<file path="src/rtl/mseq_pkg.sv">
`timescale 1ns/1ps
package mseq_pkg;

    localparam int CAR_W  = 7;
    localparam int OPC_W  = 4;
    localparam int SLOT_W = 2;
    localparam int NSTAT  = 8;
    localparam int CSEL_W = $clog2(NSTAT);

    typedef enum logic [1:0] {
        BT_JUMP = 2'b00,
        BT_CALL = 2'b01,
        BT_RET  = 2'b10,
        BT_MAP  = 2'b11
    } btype_e;

    typedef enum logic [1:0] {
        SRC_INC,
        SRC_BRANCH,
        SRC_MAP,
        SRC_SUB
    } src_e;

    typedef struct packed {
        src_e src;
        logic save;
    } step_t;

    // Jump and call depend on the selected status bit; return and map do not.
    function automatic logic is_conditional(input btype_e bt);
        return (bt == BT_JUMP) || (bt == BT_CALL);
    endfunction

endpackage

</file>
<file path="src/rtl/mseq_cond_sel.sv">
`timescale 1ns/1ps
module mseq_cond_sel #(
    parameter int NSTAT  = 8,
    parameter int CSEL_W = $clog2(NSTAT)
) (
    input  logic [NSTAT-1:0]  status_i,
    input  logic [CSEL_W-1:0] sel_i,
    output logic              hit_o
);
    always_comb begin
        hit_o = status_i[sel_i];
    end
endmodule

</file>
<file path="src/rtl/mseq_decode.sv">
`timescale 1ns/1ps
module mseq_decode
    import mseq_pkg::*;
(
    input  logic [1:0] btype_i,
    input  logic       hit_i,
    output step_t      step_o
);
    btype_e bt;

    always_comb begin
        bt          = btype_e'(btype_i);
        step_o.src  = SRC_INC;
        step_o.save = 1'b0;
        if (is_conditional(bt) && !hit_i) begin
            step_o.src = SRC_INC;
        end else begin
            unique case (bt)
                BT_JUMP: step_o.src = SRC_BRANCH;
                BT_CALL: begin
                    step_o.src  = SRC_BRANCH;
                    step_o.save = 1'b1;
                end
                BT_RET:  step_o.src = SRC_SUB;
                BT_MAP:  step_o.src = SRC_MAP;
                default: step_o.src = SRC_INC;
            endcase
        end
    end
endmodule

</file>
<file path="src/rtl/mseq_subreg.sv">
`timescale 1ns/1ps
module mseq_subreg #(
    parameter int CAR_W = 7
) (
    input  logic             clk_i,
    input  logic             rst_i,
    input  logic             we_i,
    input  logic [CAR_W-1:0] d_i,
    output logic [CAR_W-1:0] q_o
);
    always_ff @(posedge clk_i) begin
        if (rst_i)
            q_o <= '0;
        else if (we_i)
            q_o <= d_i;
    end
endmodule

</file>
<file path="src/rtl/mseq_next.sv">
`timescale 1ns/1ps
module mseq_next
    import mseq_pkg::*;
#(
    parameter int CAR_W  = 7,
    parameter int OPC_W  = 4,
    parameter int SLOT_W = 2
) (
    input  logic [CAR_W-1:0] car_i,
    input  logic [CAR_W-1:0] baddr_i,
    input  logic [OPC_W-1:0] opcode_i,
    input  logic [CAR_W-1:0] sub_i,
    input  src_e             src_i,
    output logic [CAR_W-1:0] inc_o,
    output logic [CAR_W-1:0] next_o
);
    logic [CAR_W-1:0] mapped;

    always_comb begin
        inc_o  = car_i + 1'b1;
        mapped = CAR_W'(opcode_i) << SLOT_W;
        unique case (src_i)
            SRC_BRANCH: next_o = baddr_i;
            SRC_MAP:    next_o = mapped;
            SRC_SUB:    next_o = sub_i;
            default:    next_o = inc_o;
        endcase
    end
endmodule

</file>
<file path="src/rtl/mseq_top.sv">
`timescale 1ns/1ps
module mseq_top
    import mseq_pkg::*;
#(
    parameter int CAR_W  = mseq_pkg::CAR_W,
    parameter int OPC_W  = mseq_pkg::OPC_W,
    parameter int SLOT_W = mseq_pkg::SLOT_W,
    parameter int NSTAT  = mseq_pkg::NSTAT,
    parameter int CSEL_W = $clog2(NSTAT)
) (
    input  logic              clk_i,
    input  logic              rst_i,
    input  logic [CSEL_W-1:0] cond_sel_i,
    input  logic [1:0]        btype_i,
    input  logic [CAR_W-1:0]  baddr_i,
    input  logic [OPC_W-1:0]  opcode_i,
    input  logic [NSTAT-1:0]  status_i,
    output logic [CAR_W-1:0]  car_o,
    output logic              sbr_we_o
);
    logic             hit;
    step_t            step;
    logic [CAR_W-1:0] car_q;
    logic [CAR_W-1:0] sbr_q;
    logic [CAR_W-1:0] car_inc;
    logic [CAR_W-1:0] car_nxt;

    mseq_cond_sel #(.NSTAT(NSTAT), .CSEL_W(CSEL_W)) u_cond (
        .status_i (status_i),
        .sel_i    (cond_sel_i),
        .hit_o    (hit)
    );

    mseq_decode u_dec (
        .btype_i (btype_i),
        .hit_i   (hit),
        .step_o  (step)
    );

    mseq_next #(.CAR_W(CAR_W), .OPC_W(OPC_W), .SLOT_W(SLOT_W)) u_next (
        .car_i    (car_q),
        .baddr_i  (baddr_i),
        .opcode_i (opcode_i),
        .sub_i    (sbr_q),
        .src_i    (step.src),
        .inc_o    (car_inc),
        .next_o   (car_nxt)
    );

    mseq_subreg #(.CAR_W(CAR_W)) u_sbr (
        .clk_i (clk_i),
        .rst_i (rst_i),
        .we_i  (step.save),
        .d_i   (car_inc),
        .q_o   (sbr_q)
    );

    always_ff @(posedge clk_i) begin
        if (rst_i)
            car_q <= '0;
        else
            car_q <= car_nxt;
    end

    assign car_o    = car_q;
    assign sbr_we_o = step.save;

endmodule

</file>
<file path="config.mk">
export PLATFORM = sky130hd
export DESIGN_NAME = mseq_top
export DESIGN_NICKNAME = d
export VERILOG_FILES = /design/src/rtl/mseq_pkg.sv /design/src/rtl/mseq_cond_sel.sv /design/src/rtl/mseq_decode.sv /design/src/rtl/mseq_subreg.sv /design/src/rtl/mseq_next.sv /design/src/rtl/mseq_top.sv
export SDC_FILE = /design/constraint.sdc
export NUM_CORES = 1
export LEC_CHECK = 0
export BUFFER_PORTS_ARGS = -buffer_cell sky130_fd_sc_hd__buf_4
export CORE_MARGIN = 2
export CORE_UTILIZATION = 40
export DETAILED_ROUTE_END_ITERATION = 7
export PLACE_DENSITY = 0.69
export SLEW_MARGIN = 40
export SYNTH_ARGS = -nofsm -noshare
export SYNTH_HDL_FRONTEND = slang
export SYNTH_HIERARCHICAL = 1
export SYNTH_SLANG_ARGS = --single-unit
</file>
<file path="constraint.sdc">
create_clock -name clk_i -period 5.8 [get_ports clk_i]
set_input_delay 1.16 -clock clk_i [delete_from_list [all_inputs] [get_ports clk_i]]
set_output_delay 1.16 -clock clk_i [all_outputs]
set_load 0.005 [all_outputs]
</file>
; Word-level counts from Yosys, hierarchy flattened
; Cells that the tools add are included.
[word_totals]
register_bits = 14
elab_cells = 22
[classes]
n_addsub = 1
n_lt_le_gt_ge = 1
n_eq_ne = 6
muxes = 7
reduce_logical = 5
[ops]
columns = op, count
row1 = $pmux W7 S3, 1
row2 = $eq A2 B2 Y1 const B, 4
row3 = $add A7 B1 Y7 const B, 1
row4 = $pmux W2 S3, 1
row5 = $eq A2 B1 Y1 const B, 2
row6 = $lt A3 B4 Y1 const B, 1
row7 = $bmux W1 S3, 1
row8 = $mux W1, 3
row9 = $logic_not A2 Y1, 1
row10 = $mux W2, 1
row11 = $reduce_or A2 Y1, 1
row12 = $logic_and A1 B1 Y1, 1
row13 = $logic_not A1 Y1, 1
row14 = $logic_or A1 B1 Y1, 1

; Depth between registers and ports, before layout
[depth]
word_depth = 7
depth_mapped = 9

; By module
; Netlist, hierarchy kept.
[by_module_without_submodules]
columns = mod, n_inst, cells_each, area_per_inst_um2, seq_area_each_um2
row1 = mseq_next, 1, 29, 260.2, 0.0
row2 = mseq_subreg, 1, 22, 247.7, 140.1
row3 = mseq_top, 1, 14, 183.9, 140.1
row4 = mseq_cond_sel, 1, 3, 63.8, 0.0
row5 = mseq_decode, 1, 4, 30.0, 0.0

; Worst setup path after synthesis
; Ideal clock, no wire load.
[synth_path]
path_kind = input to output
startpoint = input port cond_sel_i[0]
endpoint = output port sbr_we_o
arrival_time_ps = 2056
t_required_ps = 4640
path_slack_ps = 2584
path_stages = 4
path_buffers = 0
path_cell_list = mux4_1 > mux2_2 > inv_1 > nor3b_2
[synth_between]
elab_chain_cells = 5
[synth_rtl]
columns = item, line
row1 = start: declaration, mseq_top.sv:13  ; input logic [CSEL_W-1:0] cond_sel_i,
row2 = $bmux W1 S3, mseq_cond_sel.sv:11  ; hit_o = status_i[sel_i];
row3 = $mux W1 (not written as such), mseq_cond_sel.sv:11
row4 = via hit, mseq_top.sv:21  ; logic hit;
row5 = $logic_not A1 Y1, mseq_decode.sv:15  ; if (is_conditional(bt) && !hit_i) begin
row6 = $logic_and A1 B1 Y1, mseq_decode.sv:15
row7 = $mux W1, mseq_decode.sv:15
row8 = end: declaration, mseq_top.sv:19  ; output logic sbr_we_o
; The timed path passes the listed nets, and every way through them passes these cells. The select of a mux whose other input is x is not followed.

; Final worst setup path
; Same ends and word-level chain as after synthesis.

==> metrics.txt <==
Inst Count DP=~130; # DRC=0; Worst setup EP type=output pin; crit path to=sbr_we_o; Tot GR Track Use=between 10 and 15%; multi-input logic area=about 470 um^2; RePlAce Congestion=0.768; final setup vio count=0; Synth cell types=22; Final #Nets=134; Reg-to-Reg Start=car_o[0]; Gates resized, CTS repair=0; die footprint=0.00233 mm^2; CP arrival=~2.7 ns; CP Class=in -> out; PwrDens=between 150 and 200 mW/mm^2; area growth from synthesis to layout=36.6%; Synth Area per Inst=about 11 um^2; Die Width=48.3 um; Overflow after GRT=0; Initial Util=41.3%; commonest non-fill, non-tap cell in the layout=buf_4; max incr delay on CP=roughly 0.64 ns; CTS tree=done; Routed WL=approximately 1600 um; Max Clock Freq=about 0.26 GHz; DR pass1 iterations=4; Rows=16; RSZ-0062 raised after global routing=false; Critical R2R Capture=car_o[4]; CP Max Fanout=8; Design Power=roughly 0.00021 W; Num CTS Buffers=3; hold_buf cts=0; MaxCap Viol Count=0; FF+latch count, synth=14; postcts setup bufs=0; number of antenna diodes=0; most frequent cells in the layout=buf_4 (34), dfxtp_1 (14), mux2i_1 (9), nor2_1 (9), nor2b_1 (8); routed length per instance=around 12 um; clock root buffer=clkbuf_4; status=finished, final reports clean; share of layout cells above drive strength 1=between 40% and 50%; fin crit period=between 3 and 4 ns; clk_lat worst skew=~0.28 ns; ANT nets after route=0; Clock Power Share=approximately a quarter; non-filler instance count after layout=132; setup TNS=0 ns; Static Leak=~0.47 nW; H-tree levels=1; Worst-Margin Slew=~0.78 ns; sw power=approximately 0.000054 W; first-pass GRT wire length=between 2000 and 3000 um; critical path required time=4.64 ns; Fin Hold WS=roughly 0.50 ns; Power Internal=between 0.00015 and 0.0002 W; largest net degree at the start of global routing=15; vias per inst=between 4 and 5; Synth Cell Area=roughly 790 um^2; post-synth top area cell=dfxtp_1; Syn Inst Count=a little over 70; clk_skew=about 0.0012 ns; initial antenna violation count=0; crit path cell chain=buf_4, mux4_1, mux2_2, inv_1, nor3b_2, buf_4; IO Port Bufs=33; Mapped Nets=slightly below 100; CP most frequent cell=buf_4; Final Cycle Share=between 60 and 70%; CP Launch Point=cond_sel_i[0]; register area share after synthesis=about 36%; dpl hpwl=1240 um; worst r2r path cells=5; Die Ht=around 48 um; Iteration-0 DRC Markers=9; vias in the first global route=580; Peak VDD IR=between 0.15 and 0.2 mV; Max transition margin=47.5%; io pins=34; Hold Fails Final Rpt=0; Reg power frac=about half; clk slew on worst S/H paths=approximately 0.080 ns; Synth area leaders=dfxtp_1 (36%), mux2i_1 (11%), mux4_2 (11%); max-slew violation count=0; top cell type's share of synthesized area=a little over a third; synth warn=6; Core Footprint=between 0.0015 and 0.002 mm^2; HP Class=reg -> reg; CP max-delay cell=nor3b_2; Filler cells=approximately 170; Net Sw Frac=between 20% and 30%; Vias=around 620; Clock Path Buffers=2; register area=between 200 and 300 um^2; r2r setup slk=between 4 and 5 ns; Logic pwr share=approximately 25%; CTS sink count=14; CP Launch Type=primary input
==> through the flow <==
step	util [%]	setup WS (ns)	instance area [um^2]
after floorplan	-	2.58	786
final	56.4	1.97	1070
after global placement	55.3	2.02	1050
after detailed placement	55.3	1.96	1050
after global routing	56.4	1.86	1070
after CTS	56.4	1.96	1070
==> registers in the layout, indices dropped and copies added, names as in the netlist <==
| register | cells |
|---|---|
| car_o | 7 |
| u_sbr/q_o | 7 |
==> synthesized netlist by cell type (all sizes together) <==
cell,n
a221o,1
buf,2
ha,1
mux2i,9
inv,2
o21ai,2
dfxtp,14
nor2,9
a21oi,1
xor2,1
clkbuf,2
xnor2,4
mux2,1
nor3b,1
mux4,6
nor2b,8
and3,2
nand3,6
==> area by class of cell <==
class	instances	share of cell area, %
multi-input combinational	52	44.2
tap	27	3.15
timing repair buffer	34	23.8
clock buffer	3	2.10
inverter	2	0.699
sequential	14	26.1
==> how the worst min path moves through the flow <==
| stage | startpoint | to | slack (ns) | cells after the start |
|---|---|---|---|---|
| CTS | u_sbr/q_o[6] | u_sbr/q_o[6] | 0.51 | 2 |
| detailed placement | u_sbr/q_o[6] | u_sbr/q_o[6] | 0.48 | 2 |
| floorplan | u_sbr/q_o[6] | u_sbr/q_o[6] | 0.45 | 2 |
| global route | u_sbr/q_o[2] | u_sbr/q_o[2] | 0.53 | 2 |
| finish | u_sbr/q_o[6] | u_sbr/q_o[6] | 0.50 | 2 |
| global placement | u_sbr/q_o[5] | u_sbr/q_o[5] | 0.47 | 2 |
==> kinds of logic (layout without fill, tap and decap cells) <==
logic type,Yosys count,in the layout,synth area share (%)
AO/OA/AOI/OAI,4,4,3.18
XOR/XNOR,5,5,5.57
adder cells (fa/ha/maj),1,1,1.59
buffers and inverters,6,39,3.98
flip-flops,14,14,35.7
multiplexers,16,16,31.1
AND/OR/NAND/NOR,26,26,18.9
==> metal layers <==
layer,track usage [%],vias up,wire (um)
met2,24.5,13,811
met1,17.3,285,712
met4,2.86,0,9
li1,-,323,-
met3,6.48,2,69
met5,0,-,0
==> power groups by stage <==
stage | combinational (W) | clock, W | sequential, W
after floorplan | 0.0000304 | 0 | 0.000108
after global placement | 0.0000538 | 0 | 0.000109
after detailed placement | 0.0000543 | 0 | 0.000109
after CTS | 0.0000544 | 0.0000573 | 0.000106
after global routing | 0.0000582 | 0.0000614 | 0.000107
final | 0.0000538 | 0.0000545 | 0.000106
==> worst max-delay path, delay by kind of cell <==
family / cells / cell delay (ns)
AND/OR/NAND/NOR: 1 / 0.64
multiplexers: 2 / 0.46
buffers and inverters: 3 / 0.40
Note: power is estimated with default switching activity, not from simulation.
